===== src/rtl/wbm_pkg.sv =====
// Shared constants and helpers for the word/byte memory front end.
// Assumes a 32-bit word split into four little-endian byte lanes.
package wbm_pkg;
    localparam int WORD_W = 32;
    localparam int BYTE_W = 8;
    localparam int LANES  = WORD_W / BYTE_W;
    localparam int LANE_W = $clog2(LANES);

    // Resolved command after arbitration of the raw strobes.
    typedef struct packed {
        logic rd;
        logic wr;
        logic fetch;
    } wbm_cmd_t;

    // Extract lane `lane` of a word, lane 0 being the least significant byte.
    function automatic logic [BYTE_W-1:0] lane_byte(input logic [WORD_W-1:0] w,
                                                    input logic [LANE_W-1:0] lane);
        return w[lane*BYTE_W +: BYTE_W];
    endfunction
endpackage


===== src/rtl/wbm_arbiter.sv =====
// Resolves the raw request strobes into the command actually carried out.
// Assumes rd and wr together is a controller error: the write wins and a
// one-cycle error pulse is raised after the offending edge.
module wbm_arbiter
    import wbm_pkg::*;
(
    input  logic     clk,
    input  logic     rst_n,
    input  logic     rd_in,
    input  logic     wr_in,
    input  logic     fetch_in,
    output wbm_cmd_t cmd,
    output logic     clash
);
    // Write priority over read; fetch is independent.
    always_comb begin
        cmd.wr    = wr_in;
        cmd.rd    = rd_in & ~wr_in;
        cmd.fetch = fetch_in;
    end

    // Register the clash indication so it pulses for one cycle.
    always_ff @(posedge clk) begin
        if (!rst_n) clash <= 1'b0;
        else        clash <= rd_in & wr_in;
    end
endmodule


===== src/rtl/wbm_store.sv =====
// Word-organised RAM with one write port and two registered read ports.
// Assumes reads return the contents from before a write at the same edge.
// CLEAR_ON_RST selects whether synchronous reset zeroes the whole array.
module wbm_store
    import wbm_pkg::*;
#(
    parameter int AW           = 6,
    parameter bit CLEAR_ON_RST = 1'b1
) (
    input  logic              clk,
    input  logic              rst_n,
    input  logic              wr_en,
    input  logic [AW-1:0]     wr_idx,
    input  logic [WORD_W-1:0] wr_data,
    input  logic              rd_en,
    input  logic [AW-1:0]     rd_idx,
    input  logic              fetch_en,
    input  logic [AW-1:0]     fetch_idx,
    output logic [WORD_W-1:0] rd_q,
    output logic              rd_q_vld,
    output logic [WORD_W-1:0] fetch_q,
    output logic              fetch_q_vld
);
    localparam int DEPTH = 1 << AW;

    logic [WORD_W-1:0] mem [DEPTH];

    generate
        if (CLEAR_ON_RST) begin : g_clear
            // Array write, with the whole array cleared during reset.
            always_ff @(posedge clk) begin
                if (!rst_n) begin
                    for (int i = 0; i < DEPTH; i++) mem[i] <= '0;
                end else if (wr_en) begin
                    mem[wr_idx] <= wr_data;
                end
            end
        end else begin : g_keep
            // Array write; contents survive reset.
            always_ff @(posedge clk) begin
                if (wr_en) mem[wr_idx] <= wr_data;
            end
        end
    endgenerate

    // First pipeline stage of the word read port.
    always_ff @(posedge clk) begin
        if (!rst_n) begin
            rd_q     <= '0;
            rd_q_vld <= 1'b0;
        end else begin
            rd_q_vld <= rd_en;
            if (rd_en) rd_q <= mem[rd_idx];
        end
    end

    // First pipeline stage of the byte fetch port (whole word).
    always_ff @(posedge clk) begin
        if (!rst_n) begin
            fetch_q     <= '0;
            fetch_q_vld <= 1'b0;
        end else begin
            fetch_q_vld <= fetch_en;
            if (fetch_en) fetch_q <= mem[fetch_idx];
        end
    end
endmodule


===== src/rtl/wbm_lane_pick.sv =====
// Second stage of the fetch path: remembers the requested lane and drops the
// chosen byte of the stage-one word into the byte output register.
// Assumes stage one delivers the word one edge after the request.
module wbm_lane_pick
    import wbm_pkg::*;
(
    input  logic              clk,
    input  logic              rst_n,
    input  logic              req,
    input  logic [LANE_W-1:0] lane_in,
    input  logic [WORD_W-1:0] word_in,
    input  logic              word_vld,
    output logic [BYTE_W-1:0] byte_out,
    output logic              byte_vld
);
    logic [LANE_W-1:0] lane_q;

    // Carry the lane alongside the word read from the array.
    always_ff @(posedge clk) begin
        if (!rst_n)   lane_q <= '0;
        else if (req) lane_q <= lane_in;
    end

    // Load the selected byte; hold it otherwise.
    always_ff @(posedge clk) begin
        if (!rst_n) begin
            byte_out <= '0;
            byte_vld <= 1'b0;
        end else begin
            byte_vld <= word_vld;
            if (word_vld) byte_out <= lane_byte(word_in, lane_q);
        end
    end
endmodule


===== src/rtl/wbm_word_out.sv =====
// Second stage of the word read path: loads the data register when stage
// one has a word and holds it otherwise.
module wbm_word_out
    import wbm_pkg::*;
(
    input  logic              clk,
    input  logic              rst_n,
    input  logic [WORD_W-1:0] word_in,
    input  logic              word_vld,
    output logic [WORD_W-1:0] word_out,
    output logic              out_vld
);
    // Output register with hold.
    always_ff @(posedge clk) begin
        if (!rst_n) begin
            word_out <= '0;
            out_vld  <= 1'b0;
        end else begin
            out_vld <= word_vld;
            if (word_vld) word_out <= word_in;
        end
    end
endmodule


===== src/rtl/wbm_front.sv =====
// Top of the word/byte memory front end. One word RAM is seen word-addressed
// on the word port and byte-addressed (little-endian lanes) on the read-only
// fetch port. Read data lands in the output registers two edges after the
// request edge. Assumes a synchronous active-low reset.
module wbm_front
    import wbm_pkg::*;
#(
    parameter int WORD_AW      = 6,
    parameter bit CLEAR_ON_RST = 1'b1
) (
    input  logic                 clk,
    input  logic                 rst_n,
    input  logic                 rd_req,
    input  logic                 wr_req,
    input  logic                 fetch_req,
    input  logic [WORD_AW-1:0]   word_addr,
    input  logic [31:0]          word_wdata,
    input  logic [WORD_AW+1:0]   byte_addr,
    output logic [31:0]          word_rdata,
    output logic                 word_rvalid,
    output logic [7:0]           byte_rdata,
    output logic                 byte_rvalid,
    output logic                 clash_err
);
    localparam int BAW = WORD_AW + LANE_W;

    wbm_cmd_t          cmd;
    logic [WORD_W-1:0] rd_q, fetch_q;
    logic              rd_q_vld, fetch_q_vld;
    logic [WORD_AW-1:0] fetch_idx;
    logic [LANE_W-1:0]  fetch_lane;

    // Split the byte address into word index and lane.
    assign fetch_idx  = byte_addr[BAW-1:LANE_W];
    assign fetch_lane = byte_addr[LANE_W-1:0];

    wbm_arbiter u_arb (
        .clk      (clk),
        .rst_n    (rst_n),
        .rd_in    (rd_req),
        .wr_in    (wr_req),
        .fetch_in (fetch_req),
        .cmd      (cmd),
        .clash    (clash_err)
    );

    wbm_store #(.AW(WORD_AW), .CLEAR_ON_RST(CLEAR_ON_RST)) u_store (
        .clk         (clk),
        .rst_n       (rst_n),
        .wr_en       (cmd.wr),
        .wr_idx      (word_addr),
        .wr_data     (word_wdata),
        .rd_en       (cmd.rd),
        .rd_idx      (word_addr),
        .fetch_en    (cmd.fetch),
        .fetch_idx   (fetch_idx),
        .rd_q        (rd_q),
        .rd_q_vld    (rd_q_vld),
        .fetch_q     (fetch_q),
        .fetch_q_vld (fetch_q_vld)
    );

    wbm_word_out u_wout (
        .clk      (clk),
        .rst_n    (rst_n),
        .word_in  (rd_q),
        .word_vld (rd_q_vld),
        .word_out (word_rdata),
        .out_vld  (word_rvalid)
    );

    wbm_lane_pick u_lane (
        .clk      (clk),
        .rst_n    (rst_n),
        .req      (cmd.fetch),
        .lane_in  (fetch_lane),
        .word_in  (fetch_q),
        .word_vld (fetch_q_vld),
        .byte_out (byte_rdata),
        .byte_vld (byte_rvalid)
    );

    // Word data is delivered only two edges after a non-clashing read.
    p_word_latency_r2: assert property (@(posedge clk) disable iff (!rst_n)
        word_rvalid |-> $past(rd_req && !wr_req, 2));

    // Byte data is delivered only two edges after a fetch.
    p_byte_latency_r3: assert property (@(posedge clk) disable iff (!rst_n)
        byte_rvalid |-> $past(fetch_req, 2));

    // A clashing read never produces word data.
    p_clash_drops_read_r7: assert property (@(posedge clk) disable iff (!rst_n)
        clash_err |=> !word_rvalid);

    // Word data register holds when nothing is delivered.
    p_word_hold_r5: assert property (@(posedge clk) disable iff (!rst_n)
        !word_rvalid |-> $stable(word_rdata));

    // Byte data register holds when nothing is delivered.
    p_byte_hold_r5: assert property (@(posedge clk) disable iff (!rst_n)
        !byte_rvalid |-> $stable(byte_rdata));
endmodule


===== config.mk =====
export PLATFORM = sky130hd
export DESIGN_NAME = wbm_front
export DESIGN_NICKNAME = d
export VERILOG_FILES = /design/src/rtl/wbm_pkg.sv /design/src/rtl/wbm_arbiter.sv /design/src/rtl/wbm_store.sv /design/src/rtl/wbm_lane_pick.sv /design/src/rtl/wbm_word_out.sv /design/src/rtl/wbm_front.sv
export SDC_FILE = /design/constraint.sdc
export NUM_CORES = 2
export LEC_CHECK = 0
export BUFFER_PORTS_ARGS = -buffer_cell sky130_fd_sc_hd__buf_2
export CORE_ASPECT_RATIO = 0.5
export CORE_MARGIN = 4
export CORE_UTILIZATION = 45
export CTS_CLUSTER_SIZE = 14
export DETAILED_ROUTE_END_ITERATION = 8
export PLACE_DENSITY_LB_ADDON = 0.05
export SETUP_SLACK_MARGIN = 0.05
export SYNTH_ARGS = -nofsm -noshare
export SYNTH_HDL_FRONTEND = slang
export SYNTH_HIERARCHICAL = 1
export SYNTH_SLANG_ARGS = --single-unit

===== constraint.sdc =====
create_clock -name clk -period 4.98 [get_ports clk]
set_input_delay 0.249 -clock clk [delete_from_list [all_inputs] [get_ports clk]]
set_output_delay 0.249 -clock clk [all_outputs]
set_load 0.03 [all_outputs]

Word level (Yosys, flattened, before mapping). Memories as Yosys holds them, arrays and structs flattened. A register that Yosys moved wholly into a read port is not among the register bits. Index checks and enable logic that the tools add are counted.

Logic and storage cells: 23. Flip-flop bits (word level): 47. Memory bits (writable): 2048. Memories: 1. Output and inout port bits: 43. Input port bits: 51.

Memories: u_store.mem (depth 64, bits a word 32, rd ports 2, clocked after memory_dff 2, wr ports 64, RTL line wbm_store.sv:26) `logic [WORD_W-1:0] mem [DEPTH];`.

Reductions and logical operators: 3. Shifts and indexed selects: 1. Multiplexer cells: 7. Bitwise logic cells: 3.

Operators by type and width (number): $mux 32 (1); $reduce_or 32->1 (1); $shiftx 32x6->8 (1); $mux 6 (1); $mux 1 (5); $and 1x1->1 (2); $logic_not 1->1 (2); $not 1->1 (1).

Logic depth before layout (Yosys ltp).
Word-level depth: 5. Depth in mapped cells: 11. Mapped depth without buffers: 6.

Cells and area by module. Netlist, hierarchy kept.

By module, submodules not included: wbm_store (area an instance 111744.7 um2, cells an instance 7415, sequential area each 62820.2 um2, instances 1); wbm_word_out (area an instance 1270.0 um2, cells an instance 105, sequential area each 660.6 um2, instances 1); wbm_lane_pick (area an instance 606.8 um2, cells an instance 54, sequential area each 220.2 um2, instances 1); wbm_arbiter (area an instance 51.3 um2, cells an instance 5, sequential area each 20.0 um2, instances 1).

Least setup slack after synthesis. No wires, ideal clock.

Path type: input to register. From: input word_addr[1]. To: memory u_store.mem[52][0], enable pin. Arrival: 3.357 ns. Library setup time: 0.466 ns. Stages: 4. Slack: 1.157 ns. Data required time: 4.514 ns. Buffers on the path: 2. Path through: or3b_2 > clkbuf_1 > clkbuf_1 > o21ai_0.

RTL lines: from (decl) (RTL line wbm_front.sv:16) `input logic [WORD_AW-1:0] word_addr,`; to (decl) (RTL line wbm_store.sv:26).

Worst setup path after layout.
From: input rst_n. To: register u_store.fetch_q[4], read port of u_store.mem.

Word-level cells in the longest chain between the ends: 1.

RTL lines: from (decl) (RTL line wbm_front.sv:12) `input logic rst_n,`; $logic_not 1->1 (no line); to (decl) (RTL line wbm_store.sv:21) `output logic [WORD_W-1:0] fetch_q,`.

No other way between the ends. A chain may end at the register's enable or synchronous reset.

==> impl_metrics.env <==
export IMPL_status="finished with violations"
export IMPL_violations="max-capacitance violations, max-slew violations"
export IMPL_hold_viol=0
export IMPL_synthArstFlopShare=0
export IMPL_grt_max_degree=75
export IMPL_yosysSeqAreaShare=0.561
export IMPL_start_util=0.453
export IMPL_fin_crit_sh=0.844
export IMPL_row_count=130
export IMPL_io_pin_count=94
export IMPL_cts_sinks=2159
export IMPL_avgRoutedWirePerCell_um=42.3
export IMPL_synth_top_area_frac=0.541
export IMPL_power_mw=42.9
export IMPL_place_congestion=0.940
export IMPL_power_frac_clock=0.378
export IMPL_die_y_um=363
export IMPL_numPortBuffers=93
export IMPL_drt_initial_drc_count=11800
export IMPL_viasPerCell=6.76
export IMPL_worst_setup_path_type="in2reg"
export IMPL_finalMaxSlewViolations=5
export IMPL_cpMaxStageDelayCell="and2_1"
export IMPL_synth_seq_cells=2159
export IMPL_drcViolationCount=0
export IMPL_rrSetupSlack_ns=2.27
export IMPL_synth_top_area_cell="edfxtp_1"
export IMPL_dieWidth_um=719
export IMPL_tightest_slew_ns=1.68
export IMPL_wirelength_um=466000
export IMPL_gr_usage_all_layers=0.353
export IMPL_layoutNonFillerInstCount=11000
export IMPL_synth_distinct_cells=62
export IMPL_cpPeakStageDelay_ns=1.24
export IMPL_drtPass1Iterations=6
export IMPL_grt_pass1_wl_um=631000
export IMPL_cp_top_family="simple AND/OR/NAND/NOR gates"
export IMPL_cts_setup_buffers=0
export IMPL_dpl_hpwl_um=286000
export IMPL_path_clk_slew_ns=0.06
export IMPL_drv_cap=1
export IMPL_p_per_area_nw_per_um2=340
export IMPL_start_kind="input port"
export IMPL_die_area_um2=261000
export IMPL_clk_path_buf_depth=4
export IMPL_sequentialPowerShare=0.499
export IMPL_synthToLayoutAreaGrowth_pct=10.9
export IMPL_ctsResizeCount=0
export IMPL_fmax_mhz=238
export IMPL_netSwitchingFraction=0.262
export IMPL_vdd_drop_max_v=0.000273
export IMPL_synth_area_top_cells="edfxtp_1 54%, mux4_2 19%, and2_1 11%"
export IMPL_antenna_found_initial=68
export IMPL_clock_skew_ns=0.0381
export IMPL_cts_htree_levels=4
export IMPL_worstPathRequired_ns=5.81
export IMPL_ys_warn_count=6
export IMPL_grt_pass1_vias=74300
export IMPL_drive_gt1_frac=0.261
export IMPL_rsz0062_at_grt="no"
export IMPL_ant_nets=0
export IMPL_cts_made_buffers=213
export IMPL_syn_avg_cell_area_um2=15.0
export IMPL_syn_nets=7630
export IMPL_pwr_share_comb=0.123
export IMPL_synth_most_common_cell="and2_1"
export IMPL_fin_crit_ns=4.20
export IMPL_worstPathMaxFanout=40
export IMPL_whs_ns=0.139
export IMPL_internal_power_mw=31.6
export IMPL_root_buffer="clkbuf_16"
export IMPL_p_sw_mw=11.2
export IMPL_grt_ovfl_total=0
export IMPL_layout_nets=7483
export IMPL_yosys_top_cells_count="2066 x and2_1, 2048 x edfxtp_1, 953 x mux4_2"
export IMPL_path_cells="dlygate4sd3_1, clkbuf_8, and3_1, and2_1, o21ai_0, o211ai_1, a31o_2"
export IMPL_vias=74400
export IMPL_relSlewSlack=-0.132
export IMPL_setup_viol=0
export IMPL_holdBufCountCts=9
export IMPL_fp_coreArea_um2=251000
export IMPL_crit_path_end_kind="flop"
export IMPL_cp_data_arrival_time_ns=5.03
export IMPL_synth_edf_count=2048
export IMPL_clkLatencyLatePin_ns=0.91
export IMPL_ys_flop_type="edfxtp_1"
export IMPL_p_leak_nw=43.2
export IMPL_holdCritPathClass="in2reg"
export IMPL_dp_cells=10600
export IMPL_syn_inst=7579
export IMPL_cts_tree="yes"
export IMPL_cp_buffers_inverters=2
export IMPL_syn_cell_area_um2=114000
-- per-stage QoR --
stage | util | cell area [um^2] | setup slack [ns] | setup TNS (ns)
floorplan | - | 114000 | 1.16 | 0
global placement | 0.475 | 119000 | -0.0217 | -0.0217
detailed placement | 0.475 | 119000 | 0.317 | 0
CTS | 0.501 | 126000 | 0.960 | 0
global route | 0.502 | 126000 | 0.965 | 0
finish | 0.502 | 126000 | 0.776 | 0
-- metal layers --
metal  global-route usage  routed length [um]  vias to the layer above
li1                     -                   -                    28800
met1                0.478              178000                    39400
met2                0.513              199000                     5237
met3                0.135               66600                      931
met4                0.139               21600                       24
met5              0.00755                 759                        -
-- flip-flops by register name, summed over array words and instances (netlist names) --
name and flops:
u_store/mem 2048, u_store/fetch_q 32, u_store/rd_q 32, u_wout/word_out 32, u_lane/byte_out 8, u_lane/lane_q 2, u_arb/clash 1, u_lane/byte_vld 1
u_store/fetch_q_vld 1, u_store/rd_q_vld 1, u_wout/out_vld 1
-- final cells by class --
class	instances	area, um^2
Antenna cell	38	95.1
Clock buffer	270	5700
Sequential cell	2159	63700
Tap cell	3366	4210
Inverter	8	35.0
Clock inverter	115	927
Fill cell	21000	125000
Multi-Input combinational cell	4575	47400
Timing Repair Buffer	475	3960
-- worst min-delay path, cell delays in order --
cell and delay (ns):
buf_2 0.19, and2b_2 0.35, and2_1 0.19
-- placed cells by master (no fill, tap or decap), types with 81 or more instances in the layout --
cell	synthesis	routed
mux4_2	953	953
and2_1	2066	2066
buf_2	137	82
clkbuf_16	0	216
buf_4	68	333
a22oi_1	81	81
nand2_1	125	122
dfxtp_1	111	110
mux2i_1	423	423
edfxtp_1	2048	2048
-- cells by family after synthesis --
logic type      count (synthesis)  share of synthesized area
simple gates                 2486                      0.132
compound gates                643                     0.0405
mux                          1446                      0.233
buf+inv                       845                     0.0341
flops                        2159                      0.561
-- power groups by stage --
stage | combinational [mW] | sequential (mW) | clock [mW]
floorplan | 3.04 | 21.5 | 0
global placement | 5.12 | 21.7 | 0
detailed placement | 5.14 | 21.8 | 0
CTS | 5.16 | 21.4 | 16.4
global route | 5.37 | 21.5 | 17.1
finish | 5.27 | 21.4 | 16.2
-- worst paths after layout --
kind / from / to / depth (start not counted)
worst max-delay path: rst_n / u_store/fetch_q[4] / 7
worst min-delay path: wr_req / u_store/rd_q_vld / 3
worst max register to register: u_store/mem[62][13] / u_store/fetch_q[13] / 4
worst min register to register: u_store/fetch_q[2] / u_store/fetch_q[2] / 2
Power figures use the tool's default switching activity.
